<file path="src/rtl/ssrx_pkg.sv">
package ssrx_pkg;
   // Log2 of the system-clock divide ratio for a select code, clipped at max_log.
   function automatic int unsigned div_log(input int unsigned sel,
                                           input int unsigned min_log,
                                           input int unsigned max_log);
      int unsigned lg;
      lg = min_log + sel;
      if (lg > max_log) lg = max_log;
      return lg;
   endfunction
endpackage

</file>
<file path="src/rtl/ssrx_sync.sv">
module ssrx_sync #(
   parameter int STAGES = 2,
   parameter int W      = 2
) (
   input  logic         clk,
   input  logic         rst_n,
   input  logic [W-1:0] d,
   output logic [W-1:0] q,
   output logic         rise0
);
   logic [W-1:0] stg [STAGES];
   logic         prev0;

   generate
      for (genvar i = 0; i < STAGES; i++) begin : g_stage
         if (i == 0) begin : g_first
            always_ff @(posedge clk or negedge rst_n)
               if (!rst_n) stg[0] <= '1;
               else        stg[0] <= d;
         end else begin : g_next
            always_ff @(posedge clk or negedge rst_n)
               if (!rst_n) stg[i] <= '1;
               else        stg[i] <= stg[i-1];
         end
      end
   endgenerate

   always_ff @(posedge clk or negedge rst_n)
      if (!rst_n) prev0 <= 1'b1;
      else        prev0 <= stg[STAGES-1][0];

   assign q     = stg[STAGES-1];
   assign rise0 = stg[STAGES-1][0] & ~prev0;
endmodule

</file>
<file path="src/rtl/ssrx_clkgen.sv">
module ssrx_clkgen
   import ssrx_pkg::*;
#(
   parameter int SEL_W   = 4,
   parameter int MIN_LOG = 2,
   parameter int MAX_LOG = 9
) (
   input  logic             clk,
   input  logic             rst_n,
   input  logic             en,
   input  logic             master,
   input  logic [SEL_W-1:0] sel,
   input  logic             stop_req,
   input  logic             byte_done,
   output logic             sclk,
   output logic             rise
);
   localparam int CW = MAX_LOG;

   logic [CW-1:0] cnt, half_m1;
   logic          sclk_q, halted, run, term;
   int unsigned   lg;

   always_comb begin
      lg      = div_log(int'(sel), MIN_LOG, MAX_LOG);
      half_m1 = CW'((32'd1 << (lg - 1)) - 32'd1);
   end

   assign run  = en & master & ~halted;
   assign term = (cnt == half_m1);
   assign rise = run & term & ~sclk_q;
   assign sclk = sclk_q;

   always_ff @(posedge clk or negedge rst_n)
      if (!rst_n) begin
         cnt    <= '0;
         sclk_q <= 1'b1;
      end else if (!run) begin
         cnt    <= '0;
         sclk_q <= 1'b1;
      end else if (term) begin
         cnt    <= '0;
         sclk_q <= ~sclk_q;
      end else begin
         cnt    <= cnt + 1'b1;
      end

   always_ff @(posedge clk or negedge rst_n)
      if (!rst_n)                          halted <= 1'b0;
      else if (!stop_req || !en || !master) halted <= 1'b0;
      else if (byte_done)                  halted <= 1'b1;


   idle_high_chk: assert property (@(posedge clk) disable iff (!rst_n)
      !run |=> sclk_q);

   halt_high_chk: assert property (@(posedge clk) disable iff (!rst_n)
      $rose(halted) |-> sclk_q);
endmodule

</file>
<file path="src/rtl/ssrx_rxcore.sv">
module ssrx_rxcore #(
   parameter int DATA_W = 8
) (
   input  logic              clk,
   input  logic              rst_n,
   input  logic              en,
   input  logic              rise,
   input  logic              bit_in,
   input  logic              rd,
   input  logic              ovr_clr,
   output logic [DATA_W-1:0] data,
   output logic              full,
   output logic              ovr,
   output logic              done
);
   localparam int CNT_W = $clog2(DATA_W);
   localparam logic [CNT_W-1:0] LAST = CNT_W'(DATA_W - 1);

   logic [DATA_W-1:0] shreg, nxt;
   logic [CNT_W-1:0]  bitcnt;
   logic              full_eff;

   assign nxt      = {bit_in, shreg[DATA_W-1:1]};
   assign done     = en & rise & (bitcnt == LAST);
   assign full_eff = full & ~rd;

   always_ff @(posedge clk or negedge rst_n)
      if (!rst_n) begin
         shreg  <= '0;
         bitcnt <= '0;
      end else if (!en) begin
         bitcnt <= '0;
      end else if (rise) begin
         shreg  <= nxt;
         bitcnt <= (bitcnt == LAST) ? '0 : bitcnt + 1'b1;
      end

   always_ff @(posedge clk or negedge rst_n)
      if (!rst_n) begin
         data <= '0;
         full <= 1'b0;
      end else if (done && !full_eff) begin
         data <= nxt;
         full <= 1'b1;
      end else if (rd) begin
         full <= 1'b0;
      end

   always_ff @(posedge clk or negedge rst_n)
      if (!rst_n)                ovr <= 1'b0;
      else if (done && full_eff) ovr <= 1'b1;
      else if (ovr_clr)          ovr <= 1'b0;


   full_src_chk: assert property (@(posedge clk) disable iff (!rst_n)
      $rose(full) |-> $past(rise));

   ovr_hold_chk: assert property (@(posedge clk) disable iff (!rst_n)
      $rose(ovr) |-> $stable(data));

   rd_clear_chk: assert property (@(posedge clk) disable iff (!rst_n)
      (rd && !done) |=> !full);
endmodule

</file>
<file path="src/rtl/serial_sync_rx.sv">
module serial_sync_rx #(
   parameter int DATA_W      = 8,
   parameter int SEL_W       = 4,
   parameter int MIN_LOG     = 2,
   parameter int MAX_LOG     = 9,
   parameter int SYNC_STAGES = 2
) (
   input  logic              clk,
   input  logic              rst_n,
   input  logic              en,
   input  logic              master,
   input  logic [SEL_W-1:0]  clk_sel,
   input  logic              stop_req,
   input  logic              rd,
   input  logic              ovr_clr,
   input  logic              sclk_in,
   input  logic              sda_in,
   output logic              sclk_out,
   output logic              sclk_oe,
   output logic [DATA_W-1:0] rx_data,
   output logic              rx_full,
   output logic              ovr_flag
);
   generate
      if (DATA_W < 2) begin : g_bad_width
         $error("DATA_W must be at least 2");
      end
      if (SYNC_STAGES < 2) begin : g_bad_sync
         $error("SYNC_STAGES must be at least 2");
      end
      if (MIN_LOG < 1 || MAX_LOG < MIN_LOG) begin : g_bad_div
         $error("divider log range is invalid");
      end
   endgenerate

   logic       m_rise, s_rise, rise, bit_in, byte_done;
   logic [1:0] s_q;

   ssrx_clkgen #(.SEL_W(SEL_W), .MIN_LOG(MIN_LOG), .MAX_LOG(MAX_LOG)) u_clk (
      .clk(clk), .rst_n(rst_n), .en(en), .master(master), .sel(clk_sel),
      .stop_req(stop_req), .byte_done(byte_done), .sclk(sclk_out), .rise(m_rise)
   );

   ssrx_sync #(.STAGES(SYNC_STAGES), .W(2)) u_sync (
      .clk(clk), .rst_n(rst_n), .d({sda_in, sclk_in}), .q(s_q), .rise0(s_rise)
   );

   assign rise   = master ? m_rise : s_rise;
   assign bit_in = master ? sda_in : s_q[1];

   ssrx_rxcore #(.DATA_W(DATA_W)) u_core (
      .clk(clk), .rst_n(rst_n), .en(en), .rise(rise), .bit_in(bit_in),
      .rd(rd), .ovr_clr(ovr_clr), .data(rx_data), .full(rx_full),
      .ovr(ovr_flag), .done(byte_done)
   );

   always_ff @(posedge clk or negedge rst_n)
      if (!rst_n) sclk_oe <= 1'b0;
      else        sclk_oe <= en & master;


   slave_no_drive_chk: assert property (@(posedge clk) disable iff (!rst_n)
      !master |=> !sclk_oe);
endmodule

</file>
<file path="config.mk">
export PLATFORM = sky130hd
export DESIGN_NAME = serial_sync_rx
export DESIGN_NICKNAME = d
export VERILOG_FILES = /design/src/rtl/ssrx_pkg.sv /design/src/rtl/ssrx_sync.sv /design/src/rtl/ssrx_clkgen.sv /design/src/rtl/ssrx_rxcore.sv /design/src/rtl/serial_sync_rx.sv
export SDC_FILE = /design/constraint.sdc
export NUM_CORES = 1
export LEC_CHECK = 0
export ABC_AREA = 0
export BUFFER_PORTS_ARGS = -buffer_cell sky130_fd_sc_hd__buf_4
export CAP_MARGIN = 25
export CORE_ASPECT_RATIO = 0.6
export CORE_MARGIN = 3
export CORE_UTILIZATION = 59
export CTS_CLUSTER_SIZE = 30
export DETAILED_ROUTE_END_ITERATION = 10
export MAX_ROUTING_LAYER = met4
export PLACE_DENSITY = 0.84
export SKIP_CTS_REPAIR_TIMING = 1
export SYNTH_ARGS = -nofsm -noshare
export SYNTH_HDL_FRONTEND = slang
export SYNTH_SLANG_ARGS = --single-unit
</file>
<file path="constraint.sdc">
create_clock -name clk -period 3.85 [get_ports clk]
set_input_delay 0.77 -clock clk [delete_from_list [all_inputs] [get_ports clk]]
set_output_delay 0.77 -clock clk [all_outputs]
set_load 0.05 [all_outputs]
</file>
---- Yosys cells after proc, flatten, opt, wreduce, memory -nomap -nowiden ----
Index checks and enable logic that the tools add are counted.
cells by class
  add/subtract/negate cells ............... 5
  order comparisons ....................... 1
  divide/modulo/power cells ............... 0
  reductions and logical operators ........ 12
  shift-type cells ........................ 1
  equal/unequal tests ..................... 4
  $mul .................................... 0
  multiplexer cells ....................... 16
  bitwise operators ....................... 12
operators by type and width
  cell                   count
  $gt 32x4->1 const B    1
  $mux 32                1
  $shl 1x32->9 const A   1
  $sub 32x1->32 const B  1
  $mux 9                 2
  $mux 1                 10
  $add 9x1->9 const B    1
  $eq 9x9->1             1
  $mux 3                 3
  $sub 9x1->9 const B    1
  $and 1x1->1            8
  $reduce_bool 2->1      3
  $add 2x4->5 const A    1
  $logic_not 1->1        4
  $not 1->1              4
  $add 3x1->3 const B    1
  $eq 3x3->1 const B     1
  $logic_and 1x1->1      2
  $logic_or 1x1->1       2
  $ne 2x1->1 const B     1
  $ne 2x2->1 const B     1
  $reduce_and 2->1       1
storage, ports and cells
  memories ................................ 0
  bits in writable memories ............... 0
  register bits after elaboration ......... 38
  input port bits ......................... 13
  latch bits .............................. 0
  output and inout bits ................... 12
  memory bits (read-only) ................. 0

---- Depth between registers and ports, before layout ----
Gate-level depths: netlist of run 1.
  depth in word-level cells ............... 14
  mapped depth ............................ 23

---- By module ----
From an unflattened synthesis of run 1, not the netlist that was laid out.
second synthesis, totals
  cell total of the unflattened synthesis .. 183
  area total of the unflattened synthesis .. 2,052.0 um2
by module, submodules not included
  module          instances  cells an instance  area an instance (um2)
  ssrx_clkgen     1          116                977.2
  ssrx_rxcore     1          55                 859.6
  ssrx_sync       1          8                  160.2
  serial_sync_rx  1          4                  55.1

---- Least setup slack after synthesis of run 1 ----
No wires, ideal clock.
  path kind ............................... input to register
  start ................................... in clk_sel[1]
  end ..................................... reg u_core.data[0]
  arrival ................................. 4.866 ns
  stages on the path ...................... 21
  slack ................................... -1.140 ns
  path buffers ............................ 1
  cell sequence ........................... ha_1 -> nand2b_1 -> o221ai_1 -> and2_1 -> ha_1 -> nand2b_1 -> nor2_1 -> ha_1 -> nor3b_1 -> nand2b_1 -> nor3_1 -> nand2_1 -> ha_1 -> clkbuf_1 -> nand3_1 -> a21bo_2 -> a32oi_1 -> xor2_1 -> nand4_2 -> a211oi_4 -> mux2_2
between the ends
  longest elaborated chain between the ends .. 13
ends and longest elaborated chain
  item                         line                  source
  from (decl)                  serial_sync_rx.sv:12  input logic [SEL_W-1:0] clk_sel,
  $add 2x4->5 *                ssrx_pkg.sv:7         lg = min_log + sel;
  $gt 32x4->1                  ssrx_pkg.sv:8         if (lg > max_log) lg = max_log;
  $mux 32 *                    ssrx_pkg.sv:8
  $sub 32x1->32 *              ssrx_clkgen.sv:26     half_m1 = CW'((32'd1 << (lg - 1)) - 32'd1);
  $shl 1x32->9 *               ssrx_clkgen.sv:26
  $sub 9x1->9 *                ssrx_clkgen.sv:26
  $eq 9x9->1 *                 ssrx_clkgen.sv:30     assign term = (cnt == half_m1);
  $and 1x1->1 * (2 in series)  ssrx_clkgen.sv:31     assign rise = run & term & ~sclk_q;
  $mux 1 *                     serial_sync_rx.sv:48  assign rise = master ? m_rise : s_rise;
  $and 1x1->1 * (2 in series)  ssrx_rxcore.sv:24     assign done = en & rise & (bitcnt == LAST);
  $logic_and 1x1->1 *          ssrx_rxcore.sv:42     end else if (done && !full_eff) begin
  to (signal assigned)         ssrx_rxcore.sv:43     data <= nxt;
  to (decl)                    ssrx_rxcore.sv:11     output logic [DATA_W-1:0] data,
Every way passes the cells marked *; elsewhere a longest branch is shown, timed or not.
A chain may end at the register's enable or synchronous reset.

---- Worst setup path in the final report of run 1 ----
  start ................................... in clk_sel[2]
  end ..................................... reg u_core.shreg[1]
between the ends
  longest elaborated chain between the ends .. 11
ends and longest elaborated chain
  item                                 line                  source
  $add 2x4->5 *                        ssrx_pkg.sv:7
  $gt 32x4->1                          ssrx_pkg.sv:8
  $mux 32 *                            ssrx_pkg.sv:8
  $sub 32x1->32 *                      ssrx_clkgen.sv:26
  $shl 1x32->9 *                       ssrx_clkgen.sv:26
  $sub 9x1->9 *                        ssrx_clkgen.sv:26
  $eq 9x9->1 *                         ssrx_clkgen.sv:30
  $and 1x1->1 * (2 in series)          ssrx_clkgen.sv:31
  $mux 1 *                             serial_sync_rx.sv:48
  $reduce_and 2->1 (no source line) *  n/a
  to (signal assigned)                 ssrx_rxcore.sv:34     shreg <= nxt;
  to (decl)                            ssrx_rxcore.sv:19     logic [DATA_W-1:0] shreg, nxt;
Marks and branches as above.

==> summary.md, run 1 <==
| Metric | Value |
|---|---|
| Commonest non-fill, non-tap cell in the layout | buf_4 |
| Post-synthesis mux area share | 0.09555 |
| Post-Route WL | 6773 um |
| Hold/Removal Path Class | reg2reg |
| Mapped Area | 2082 um2 |
| Multi-input gate area | about 1300 um2 |
| CP Launch Type | input pin |
| Status | finished, violations left |
| Reg2Reg Depth | 7 |
| Hpwl dp | 4085 um |
| Full die area | ~4300 um2 |
| Met3 usage | 0.06920 |
| Maximum vdd drop | 0.0003081 V |
| Largest family of logic cells by synthesized area | simple AND/OR/NAND/NOR gates |
| Final period utilization | 1.167 |
| Layout cells sized above 1 | 0.4789 |
| R2R Setup Slk | around 1.3 ns |
| Final Cell Area | 2949 um2 |
| Fmax | 222.7 MHz |
| Syn Inst Count | 197 |
| Worst reg2reg path endpoint | u_core.data[0]$_DFFE_PN0P_ |
| Most frequent cells in the layout | 56 x buf_4, 31 x dfrtp_1, 18 x nand2_1 |
| Reg-to-Reg Start | u_clk.cnt[3]$_DFF_PN0_ |
| CTS tree | yes |
| GRT busiest layer | met2 |
| Worst path required time | 4.04 ns |
| Port bufs | 24 |
| Worst Tran Pin Value | approximately 0.57 ns |
| Initial antenna violation count | 0 |
| Vias in the first global route | 1,810 |
| CTS buffer count | 5 |
| Compound-Gate Fraction of Synth Area | 0.1214 |
| Ys Warns | 0 |
| Die W | 82.69 um |
| GP Congestion | 0.9377 |
| Hold endpoint | u_sync.q[1]$_DFF_PN1_ |
| Seq cells post-synth | 37 |
| P_leak | approximately 1.4 nW |
| Storage cell area | 933.4 um2 |
| Area leader, netlist | dfrtp_1 |
| Setup crit end kind | register |
| Clock Latency Late Sink | 0.30 ns |
| Final Critical Period | 4.491 ns |
| Post-synth EDFFs | 0 |
| Hold path startpoint | u_sync.stg[3]$_DFF_PN1_ |
| Via count | 1,915 |
| RSZ-0062 raised after global routing | yes |
| Worst-path clk slew | 0.08 ns |
| Area growth, synth to finish | 41.65% |
| Worst setup margin | -0.6412 ns |
| Final Hold Vio Count | 0 |
| Worst hold path depth | 0 |
| Core area | 3323 um2 |
| Met2 usage | 0.4614 |
| Finished Layout Cells | 306 |
| CP arrival | 4.68 ns |
| Setup violators final | 31 |
| # IOs | 25 |
| Inst Count DP | 291 |
| Post-DP Area | 2646 um2 |
| Yosys top cell area share | 0.3726 |
| Post-DRT Antenna Nets | 0 |
| Die Y-Extent | 52.02 um |
| Ys flop type | dfrtp_1 |
| Final Hold Slack | between 0.3 and 0.4 ns |
| Synth async-reset ratio | 1.000 |
| Slew HR | 0.6183 |
| Fin Clk Skew | 0.004896 ns |
| Fillers | approximately 130 |
| # Max-Cap Violations | 0 |
| Failing checks | negative setup slack |
| Antenna diode instance count | 0 |
| Final nets | 282 |
| Finished Core Util | 0.8874 |
| Area share of and/or/nand/nor cells after synthesis | 0.1941 |
| Row cnt | 16 |
| Routed WL per cell | 22.13 um |
| Syn_nets | between 200 and 250 |
| Post-synthesis sequential area ratio | 0.4483 |
| Number of H-tree levels | 2 |
| Initial Utilization | 0.6265 |
| Largest net degree at the start of global routing | 38 |
| CTS sink cnt | 37 |
| Clock Tree Buf Depth | 2 |
| Post-Syn Area per Cell | between 10 and 15 um2 |
| Slew Limit Fails | 0 |
| # DRC | 0 |
| XOR/XNOR Fraction of Synth Area | 0.05889 |
| Accumulated negative setup slack | -12.76 ns |
| Synth area leaders | dfrtp_1 37%, mux2_2 8.1%, dfstp_2 7.6% |
| Clk root buf | clkbuf_8 |
| Number of DRC markers in iteration 0 | 162 |
| DR vias/cell | approximately 6.3 |
| Crit Path Class | in2reg |
| Overflow after GRT | 0 |
| Met1 usage | 0.3680 |
| Crit-path max FO | 9 |
| GRT Util Overall | 0.2859 |
| Adder-Cell Fraction of Synth Area | 0.05409 |
| First-pass GRT wire length | 8721 um |
| PwrDens | 346.8 nW/um2 |
| Synth cell types | 53 |
| Drt pass-1 iters | 5 |
[sequential cells by signal (all words and copies together), names as in the netlist, 2 cells and up]
name,count
u_clk.cnt,9
u_core.bitcnt,3
u_core.data,8
u_core.shreg,7
u_sync.q,2
u_sync.stg,2
[where the power goes]
group          internal [mW]  switching, mW
combinational          0.123          0.124
sequential             0.415         0.0188
clock                  0.194          0.147
total                  0.732          0.290
[cells in the mapped netlist (3+ instances only)]
cell	n
dfstp_2	6
nand2b_1	7
inv_1	7
nor2b_1	3
and2_1	5
mux2i_1	3
and3_1	3
xnor2_1	9
nand2_1	20
mux2_2	15
xor2_1	5
nand3_1	9
dfrtp_1	31
ha_1	9
nor2_1	18
[worst max-delay path, stage by stage]
cell      delay, ns
buf_6          0.10
ha_4           0.25
nand2b_4       0.12
o221ai_4       0.11
and2_4         0.18
ha_4           0.17
nand2b_4       0.08
nor2_4         0.04
ha_4           0.25
nor3b_4        0.23
nand2b_4       0.12
nor2_4         0.12
nand3_2        0.10
ha_4           0.23
nor2b_1        0.25
nand2_1        0.15
o311ai_0       0.20
nor4b_2        0.11
buf_4          0.17
nand4_4        0.12
buf_4          0.12
o21a_2         0.28
mux2_2         0.38
[kinds of logic after synthesis]
group	Yosys count
flops	37
fa+ha+maj	9
xor+xnor	14
compound gates	27
mux	18
simple gates	79
other cells	1
buf+inv	12
[worst max path at each step]
stage / start / end / slack (ns) / cells past startpoint
floorplan: clk_sel[1] / u_core.data[0]$_DFFE_PN0P_ / -0.48 / 19
global placement: clk_sel[1] / u_core.data[6]$_DFFE_PN0P_ / -0.81 / 21
detailed placement: clk_sel[1] / u_core.data[0]$_DFFE_PN0P_ / -1.01 / 22
CTS: clk_sel[1] / u_core.data[0]$_DFFE_PN0P_ / -0.71 / 22
global route: clk_sel[2] / u_core.shreg[1]$_DFFE_PN0P_ / -0.75 / 23
finish: clk_sel[2] / u_core.shreg[1]$_DFFE_PN0P_ / -0.64 / 23
[stage by stage]
| stage | worst slack (ns) | power, mW |
|---|---|---|
| 2_1_floorplan | -0.4796 | 0.5541 |
| 3_3_place_gp | -0.8131 | 0.6231 |
| 3_5_place_dp | -1.008 | 0.6382 |
| 4_1_cts | -0.7141 | 0.9694 |
| 5_1_grt | -0.7457 | 1.058 |
| 6_report | -0.6412 | 1.023 |
[layout make-up]
class,count,area share
Tap cell,45,0.01909
Multi-Input combinational cell,148,0.4544
Sequential cell,37,0.3165
Clock inverter,2,0.01315
Inverter,8,0.01018
Timing Repair Buffer,60,0.1621
Clock buffer,6,0.02461
[metal layers]
metal	vias up	wire length (um)
met2	113	3154
li1	818	-
met3	44	530
met1	940	2725
met4	0	362
met5	-	0
Note: power is estimated with default switching activity, not from simulation.
==> run 2: changes to the inputs <==
Settings changed: ABC_AREA 0 to 1, GPL_TIMING_DRIVEN from default to 0, PLACE_DENSITY 0.84 to 0.83.
==> summary.md, run 2 <==
| Metric | Value |
|---|---|
| Die W | 85.68 um (was 82.69 um) |
| Most frequent cells in the layout | 68 x nand2_1, 36 x buf_4, 33 x inv_1 (was 56 x buf_4, 31 x dfrtp_1, 18 x nand2_1) |
| Antenna diode instance count | 0 (unchanged) |
| Placement Setup Slack | -0.6798 ns (was -1.008 ns) |
| Vias in the first global route | 1,883 (was 1,810) |
| Clock power share | 0.283 (was 0.334) |
| Post-synth EDFFs | 0 (unchanged) |
| Fmax | 252.3 MHz (was 222.7 MHz) |
| Clk root buf | clkbuf_8 (unchanged) |
| Post-DRT Antenna Nets | 0 (unchanged) |
| Worst path required time | 4.06 ns (was 4.04 ns) |
| Number of H-tree levels | 2 (unchanged) |
| Synth cell types | 36 (was 53) |
| CP Launch Type | input pin (unchanged) |
| Finished Core Util | 0.8430 (was 0.8874) |
| Final Cell Area | 2903 um2 (was 2949 um2) |
| Final Hold Slack | 0.3604 ns (was 0.3615 ns) |
| Die Y-Extent | 53.81 um (was 52.02 um) |
| # IOs | 25 (unchanged) |
| GRT Util Overall | 0.2555 (was 0.2859) |
| Most common cell in the netlist | nand2_1 (was dfrtp_1) |
| Multi-input gate area | 1325 um2 (was 1340 um2) |
| Post-Route WL | 6038 um (was 6773 um) |
| Final nets | 356 (was 282) |
| Post-Syn Area per Cell | 7.830 um2 (was 10.57 um2) |
| Accumulated negative setup slack | -0.9783 ns (was -12.76 ns) |
| Synth area leaders | dfrtp_1 35%, nand2_1 13%, dfstp_2 7.0% (was dfrtp_1 37%, mux2_2 8.1%, dfstp_2 7.6%) |
| Mapped Area | 2247 um2 (was 2082 um2) |
| Initial Utilization | 0.6526 (was 0.6265) |
| Fillers | 196 (was 128) |
| Yosys top cell area share | 0.3452 (was 0.3726) |
| Final period utilization | 1.029 (was 1.167) |
| Total power | 0.9337 mW (was 1.023 mW) |
| CTS buffer count | 5 (unchanged) |
| Largest net degree at the start of global routing | 38 (unchanged) |
| Switching power | 0.3030 mW (was 0.2905 mW) |
| Crit Path Class | in2reg (unchanged) |
| Biggest regs | u_clk.cnt: 9 flops, u_core.data: 8 flops, u_core.shreg: 7 flops (unchanged) |
| Synth async-reset ratio | 1.000 (unchanged) |
| Storage cell area | 933.4 um2 (unchanged) |
| Area leader, netlist | dfrtp_1 (unchanged) |
| Ys flop type | dfrtp_1 (unchanged) |
| DR vias/cell | 5.839 (was 6.258) |
| Sw Share | 0.3245 (was 0.2840) |
| Most flops, register | u_clk.cnt (unchanged) |
| CTS tree | yes (unchanged) |
| Worst-path clk slew | 0.08 ns (about the same) |
| P_int | 0.6308 mW (was 0.7324 mW) |
| Core area | 3443 um2 (was 3323 um2) |
| Number of DRC markers in iteration 0 | 248 (was 162) |
| Failing checks | negative setup slack (unchanged) |
| Final Hold Vio Count | 0 (unchanged) |
| Full die area | 4610 um2 (was 4301 um2) |
| Syn Inst Count | 287 (was 197) |
| Post-DP Area | 2521 um2 (was 2646 um2) |
| Final Critical Period | 3.963 ns (was 4.491 ns) |
| Ys Warns | 0 (unchanged) |
| Clock Latency Late Sink | 0.29 ns (was 0.30 ns) |
| Inst Count DP | 356 (was 291) |
| Worst Tran Pin Value | 0.5240 ns (was 0.5654 ns) |
| GP Congestion | 0.9171 (was 0.9377) |
| # Max-Cap Violations | 0 (unchanged) |
| Initial antenna violation count | 0 (unchanged) |
| RSZ-0062 raised after global routing | yes (unchanged) |
| P_leak | 1.450 nW (was 1.362 nW) |
| Status | finished, violations left (unchanged) |
| Drt pass-1 iters | 5 (unchanged) |
| First-pass GRT wire length | 8790 um (was 8721 um) |
| Overflow after GRT | 0 (unchanged) |
| Crit-path max FO | 6 (was 9) |
| Setup crit end kind | register (unchanged) |
| Commonest non-fill, non-tap cell in the layout | nand2_1 (was buf_4) |
| Post-synthesis sequential area ratio | 0.4154 (was 0.4483) |
| CTS sink cnt | 37 (unchanged) |
| Syn_nets | 309 (was 219) |
| Maximum vdd drop | 0.0002961 V (was 0.0003081 V) |
| Row cnt | 16 (unchanged) |
| Hold/Removal Path Class | reg2reg (unchanged) |
| Slew Limit Fails | 0 (unchanged) |
| Flop pwr share | 0.464 (was 0.424) |
| Fin Clk Skew | 0.006826 ns (was 0.004896 ns) |
| Post-synth top cells | 78 x nand2_1, 36 x inv_1, 32 x nor2_1 (was 31 x dfrtp_1, 20 x nand2_1, 18 x nor2_1) |
| Port bufs | 24 (unchanged) |
| Clock Tree Buf Depth | 2 (unchanged) |
| Area growth, synth to finish | 29.18% (was 41.65%) |
| Via count | 2,219 (was 1,915) |
| Hpwl dp | 3842 um (was 4085 um) |
| Comb pwr share | 0.254 (was 0.242) |
| Worst setup margin | -0.1134 ns (was -0.6412 ns) |
| Number of flip-flops under the largest register name | 9 (unchanged) |
| Finished Layout Cells | 380 (was 306) |
| PwrDens | 321.7 nW/um2 (was 346.8 nW/um2) |
| Slew HR | 0.6506 (was 0.6183) |
| CP arrival | 4.18 ns (was 4.68 ns) |
| Layout cells sized above 1 | 0.3343 (was 0.4789) |
| Seq cells post-synth | 37 (unchanged) |
| Routed WL per cell | 15.89 um (was 22.13 um) |
| Setup violators final | 19 (was 31) |
| # DRC | 0 (unchanged) |
-- run 2: cells by family (layout without fill, tap and decap cells) --
group,after synthesis,after routing,share of synthesized area
flip-flops,37,37,0.4154
other,1,1,0.001669
buffers and inverters,42,90,0.07628
adder cells (fa/ha/maj),9,9,0.05011
multiplexers,1,1,0.005011
AND/OR/NAND/NOR,175,175,0.3820
AO/OA/AOI/OAI,18,18,0.05401
XOR/XNOR,4,4,0.01559
-- run 2: cell type report --
cell class,instances,share of cell area
plain buffers,3,0.009052
clock buffers,5,0.02371
clock inverters,3,0.006034
inverters,39,0.05474
multi-input cells,208,0.4565
flip-flops and latches,37,0.3216
well taps,45,0.01940
repair buffers,40,0.1091
-- run 2: path summary, 6_finish.rpt --
| path | slack [ns] | cells past startpoint | to | from |
|---|---|---|---|---|
| worst max-delay path | -0.11 | 27 | u_core.shreg[2]$_DFFE_PN0P_ | clk_sel[2] |
| worst min-delay path | 0.36 | 0 | u_sync.q[1]$_DFF_PN1_ | u_sync.stg[3]$_DFF_PN1_ |
| worst max register to register | 1.85 | 12 | u_core.shreg[2]$_DFFE_PN0P_ | u_clk.cnt[1]$_DFF_PN0_ |
| worst min register to register | 0.36 | 0 | u_sync.q[1]$_DFF_PN1_ | u_sync.stg[3]$_DFF_PN1_ |
| max in group asynchronous | 3.07 | 1 | u_sync.q[0]$_DFF_PN1_ | rst_n |
| min in group asynchronous | 0.43 | 1 | u_clk.cnt[8]$_DFF_PN0_ | rst_n |
-- run 2: layer usage --
layer | vias up | wire length, um | global-route usage | share of wire
li1 | 1023 | - | - | -
met1 | 1036 | 2668 | 0.3778 | 0.44
met2 | 133 | 2611 | 0.3441 | 0.43
met3 | 27 | 613 | 0.06269 | 0.10
met4 | 0 | 145 | 0.07105 | 0.024
met5 | - | 0 | - | 0
-- run 2: power groups by stage --
stage | Combinational (mW) | Clock [mW] | Sequential, mW
4_1_cts | 0.180 | 0.269 | 0.429
6_report | 0.237 | 0.264 | 0.433
3_5_place_dp | 0.179 | 0 | 0.436
5_1_grt | 0.258 | 0.287 | 0.435
2_1_floorplan | 0.128 | 0 | 0.435
3_3_place_gp | 0.172 | 0 | 0.435
-- run 2: worst max-delay path: stages --
cell     delay (ns)
buf_8          0.11
ha_4           0.29
nor3_4         0.06
nand2_2        0.08
nand2_2        0.08
ha_4           0.18
nand4_4        0.07
inv_2          0.05
ha_4           0.28
inv_4          0.04
nor2_4         0.11
nand3_4        0.14
inv_4          0.12
nand2_4        0.06
ha_4           0.24
xnor2_1        0.11
a21oi_1        0.13
nand2_1        0.07
nor2_1         0.08
nand3_1        0.11
nor2_2         0.22
nand4_4        0.15
a21oi_4        0.22
buf_6          0.18
buf_6          0.11
nand2_2        0.03
o21ai_1        0.08
==> run 3: changes to the inputs <==
Settings changed: BUFFER_PORTS_ARGS -buffer_cell sky130_fd_sc_hd__buf_4 to -buffer_cell sky130_fd_sc_hd__buf_2.
==> summary.md, run 3 (synthesized netlist as in run 2, its figures left out) <==
| Metric | Value |
|---|---|
| Clock Tree Buf Depth | 2 (unchanged) |
| Crit-path max FO | 6 (unchanged) |
| P_leak | 1.476 nW (was 1.450 nW) |
| # DRC | 0 (unchanged) |
| Number of H-tree levels | 2 (unchanged) |
| Row cnt | 16 (unchanged) |
| Port bufs | 24 (unchanged) |
| Drt pass-1 iters | 8 (was 5) |
| Hold/Removal Path Class | reg2reg (unchanged) |
| Setup violators final | 21 (was 19) |
| Number of flip-flops under the largest register name | 9 (unchanged) |
| Slew Limit Fails | 0 (unchanged) |
| Worst Tran Pin Value | 0.7908 ns (was 0.5240 ns) |
| Core area | 3443 um2 (unchanged) |
| First-pass GRT wire length | 7907 um (was 8790 um) |
| Overflow after GRT | 0 (unchanged) |
| RSZ-0062 raised after global routing | yes (unchanged) |
| Reg-to-Reg Start | u_clk.cnt[1]$_DFF_PN0_ (unchanged) |
| Failing checks | negative setup slack (unchanged) |
| Worst setup margin | -0.1048 ns (was -0.1134 ns) |
| R2R Setup Slk | 1.88 ns (was 1.85 ns) |
| Worst-path clk slew | 0.07 ns (was 0.08 ns) |
| Die W | 85.68 um (unchanged) |
| Final period utilization | 1.027 (was 1.029) |
| Initial antenna violation count | 0 (unchanged) |
| Slew HR | 0.4728 (was 0.6506) |
| Crit Path Class | in2reg (unchanged) |
| GRT Util Overall | 0.2334 (was 0.2555) |
| CTS buffer count | 5 (unchanged) |
| PwrDens | 328.0 nW/um2 (was 321.7 nW/um2) |
| GP Congestion | 0.9309 (was 0.9171) |
| # IOs | 25 (unchanged) |
| Commonest non-fill, non-tap cell in the layout | nand2_1 (unchanged) |
| Number of DRC markers in iteration 0 | 333 (was 248) |
| Hold path startpoint | u_sync.stg[3]$_DFF_PN1_ (unchanged) |
| Biggest regs | u_clk.cnt: 9 flops, u_core.data: 8 flops, u_core.shreg: 7 flops (unchanged) |
| Setup crit end kind | register (unchanged) |
| Worst reg2reg path endpoint | u_core.shreg[6]$_DFFE_PN0P_ (was u_core.shreg[2]$_DFFE_PN0P_) |
| CP endpoint | u_core.shreg[6]$_DFFE_PN0P_ (was u_core.shreg[2]$_DFFE_PN0P_) |
| DR vias/cell | 5.924 (was 5.839) |
| Via count | 2,275 (was 2,219) |
| Vias in the first global route | 1,682 (was 1,883) |
| Fmax | 252.9 MHz (was 252.3 MHz) |
| Layout cells sized above 1 | 0.3422 (was 0.3343) |
| Maximum vdd drop | 0.0002446 V (was 0.0002961 V) |
| Most flops, register | u_clk.cnt (unchanged) |
| Fin Clk Skew | 0.001716 ns (was 0.006826 ns) |
| Status | finished, violations left (unchanged) |
| Post-Route WL | 6336 um (was 6038 um) |
| Routed WL per cell | 16.50 um (was 15.89 um) |
| Fillers | 188 (was 196) |
| Post-DRT Antenna Nets | 0 (unchanged) |
| Final Hold Vio Count | 0 (unchanged) |
| # Max-Cap Violations | 0 (unchanged) |
| Final Critical Period | 3.955 ns (was 3.963 ns) |
| Largest net degree at the start of global routing | 38 (unchanged) |
| Area growth, synth to finish | 27.84% (was 29.18%) |
| Placement Setup Slack | -0.6391 ns (was -0.6798 ns) |
| Most frequent cells in the layout | 69 x nand2_1, 34 x inv_1, 31 x dfrtp_1 (was 68 x nand2_1, 36 x buf_4, 33 x inv_1) |
| Reg2Reg Depth | 12 (unchanged) |
| Worst path required time | 4.07 ns (was 4.06 ns) |
| Clock Latency Late Sink | 0.30 ns (was 0.29 ns) |
| CTS tree | yes (unchanged) |
| Full die area | 4610 um2 (unchanged) |
| CP arrival | 4.18 ns (about the same) |
| Clk root buf | clkbuf_8 (unchanged) |
| Finished Core Util | 0.8343 (was 0.8430) |
| CTS sink cnt | 37 (unchanged) |
| Die Y-Extent | 53.81 um (unchanged) |
| Initial Utilization | 0.6526 (unchanged) |
| CP startpoint | clk_sel[2] (unchanged) |
| Final Hold Slack | 0.3584 ns (was 0.3604 ns) |
| Final nets | 360 (was 356) |
| CP Launch Type | input pin (unchanged) |
| Hpwl dp | 3692 um (was 3842 um) |
| Antenna diode instance count | 0 (unchanged) |
## run 3: cell types whose count changed in the layout (fill, tap and decap cells not counted), sizes merged
cell,delta
buf,+4
## run 3: how the worst min path moves through the flow
stage | end | depth (start not counted)
global route | u_sync.q[1]$_DFF_PN1_ | 0
global placement | u_sync.q[0]$_DFF_PN1_ | 0
detailed placement | u_sync.q[1]$_DFF_PN1_ | 0
CTS | u_sync.q[1]$_DFF_PN1_ | 0
finish | u_sync.q[1]$_DFF_PN1_ | 0
floorplan | u_sync.q[0]$_DFF_PN1_ | 0
## run 3: per-layer routing
layer / GRT usage / wire length [um] / vias to the layer above
li1: - / - / 1026
met1: 0.3519 / 2590 / 1024
met2: 0.3015 / 2677 / 174
met3: 0.05505 / 743 / 51
met4: 0.07632 / 323 / 0
met5: - / 0 / -
## run 3: area by class of cell
cell class,instances,area (um2),area share
multi-input cells,208,1325,0.4612
flip-flops and latches,37,933.4,0.3249
repair buffers,44,291.5,0.1015
inverters,39,153.9,0.05357
clock buffers,5,68.82,0.02395
well taps,45,56.30,0.01960
plain buffers,3,26.28,0.009146
clock inverters,3,17.52,0.006098
## run 3: worst max-delay path, stage by stage
cell and delay (ns):
buf_8 0.10, ha_4 0.26, nor3_4 0.18, nand2_2 0.10, nand2_2 0.13, ha_4 0.18
nand4_4 0.08, inv_2 0.08, ha_4 0.19, inv_2 0.06, nor2_4 0.04, nand3_4 0.12
inv_4 0.07, nand3_4 0.08, ha_4 0.14, inv_1 0.07, o21bai_2 0.23, o21bai_1 0.18
nand3_1 0.14, nand2_1 0.16, nand4_2 0.17, a21oi_4 0.23, buf_4 0.15, buf_6 0.11
nand2_1 0.05, o21ai_1 0.08
## run 3: power by group
part	internal, mW	switching [mW]
Sequential	0.414	0.0177
Clock	0.125	0.145
Combinational	0.0923	0.148
## run 3: per-stage QoR
stage | instance area, um2 | total power [mW] | cells | setup TNS, ns
finish | 2873 | 0.9422 | 384 | -1.206
CTS | 2547 | 0.8754 | 364 | -7.984
global route | 2873 | 0.9794 | 384 | -4.521
detailed placement | 2461 | 0.6090 | 356 | -17.12
floorplan | 2285 | 0.5628 | 287 | 0
global placement | 2461 | 0.6028 | 356 | -15.37
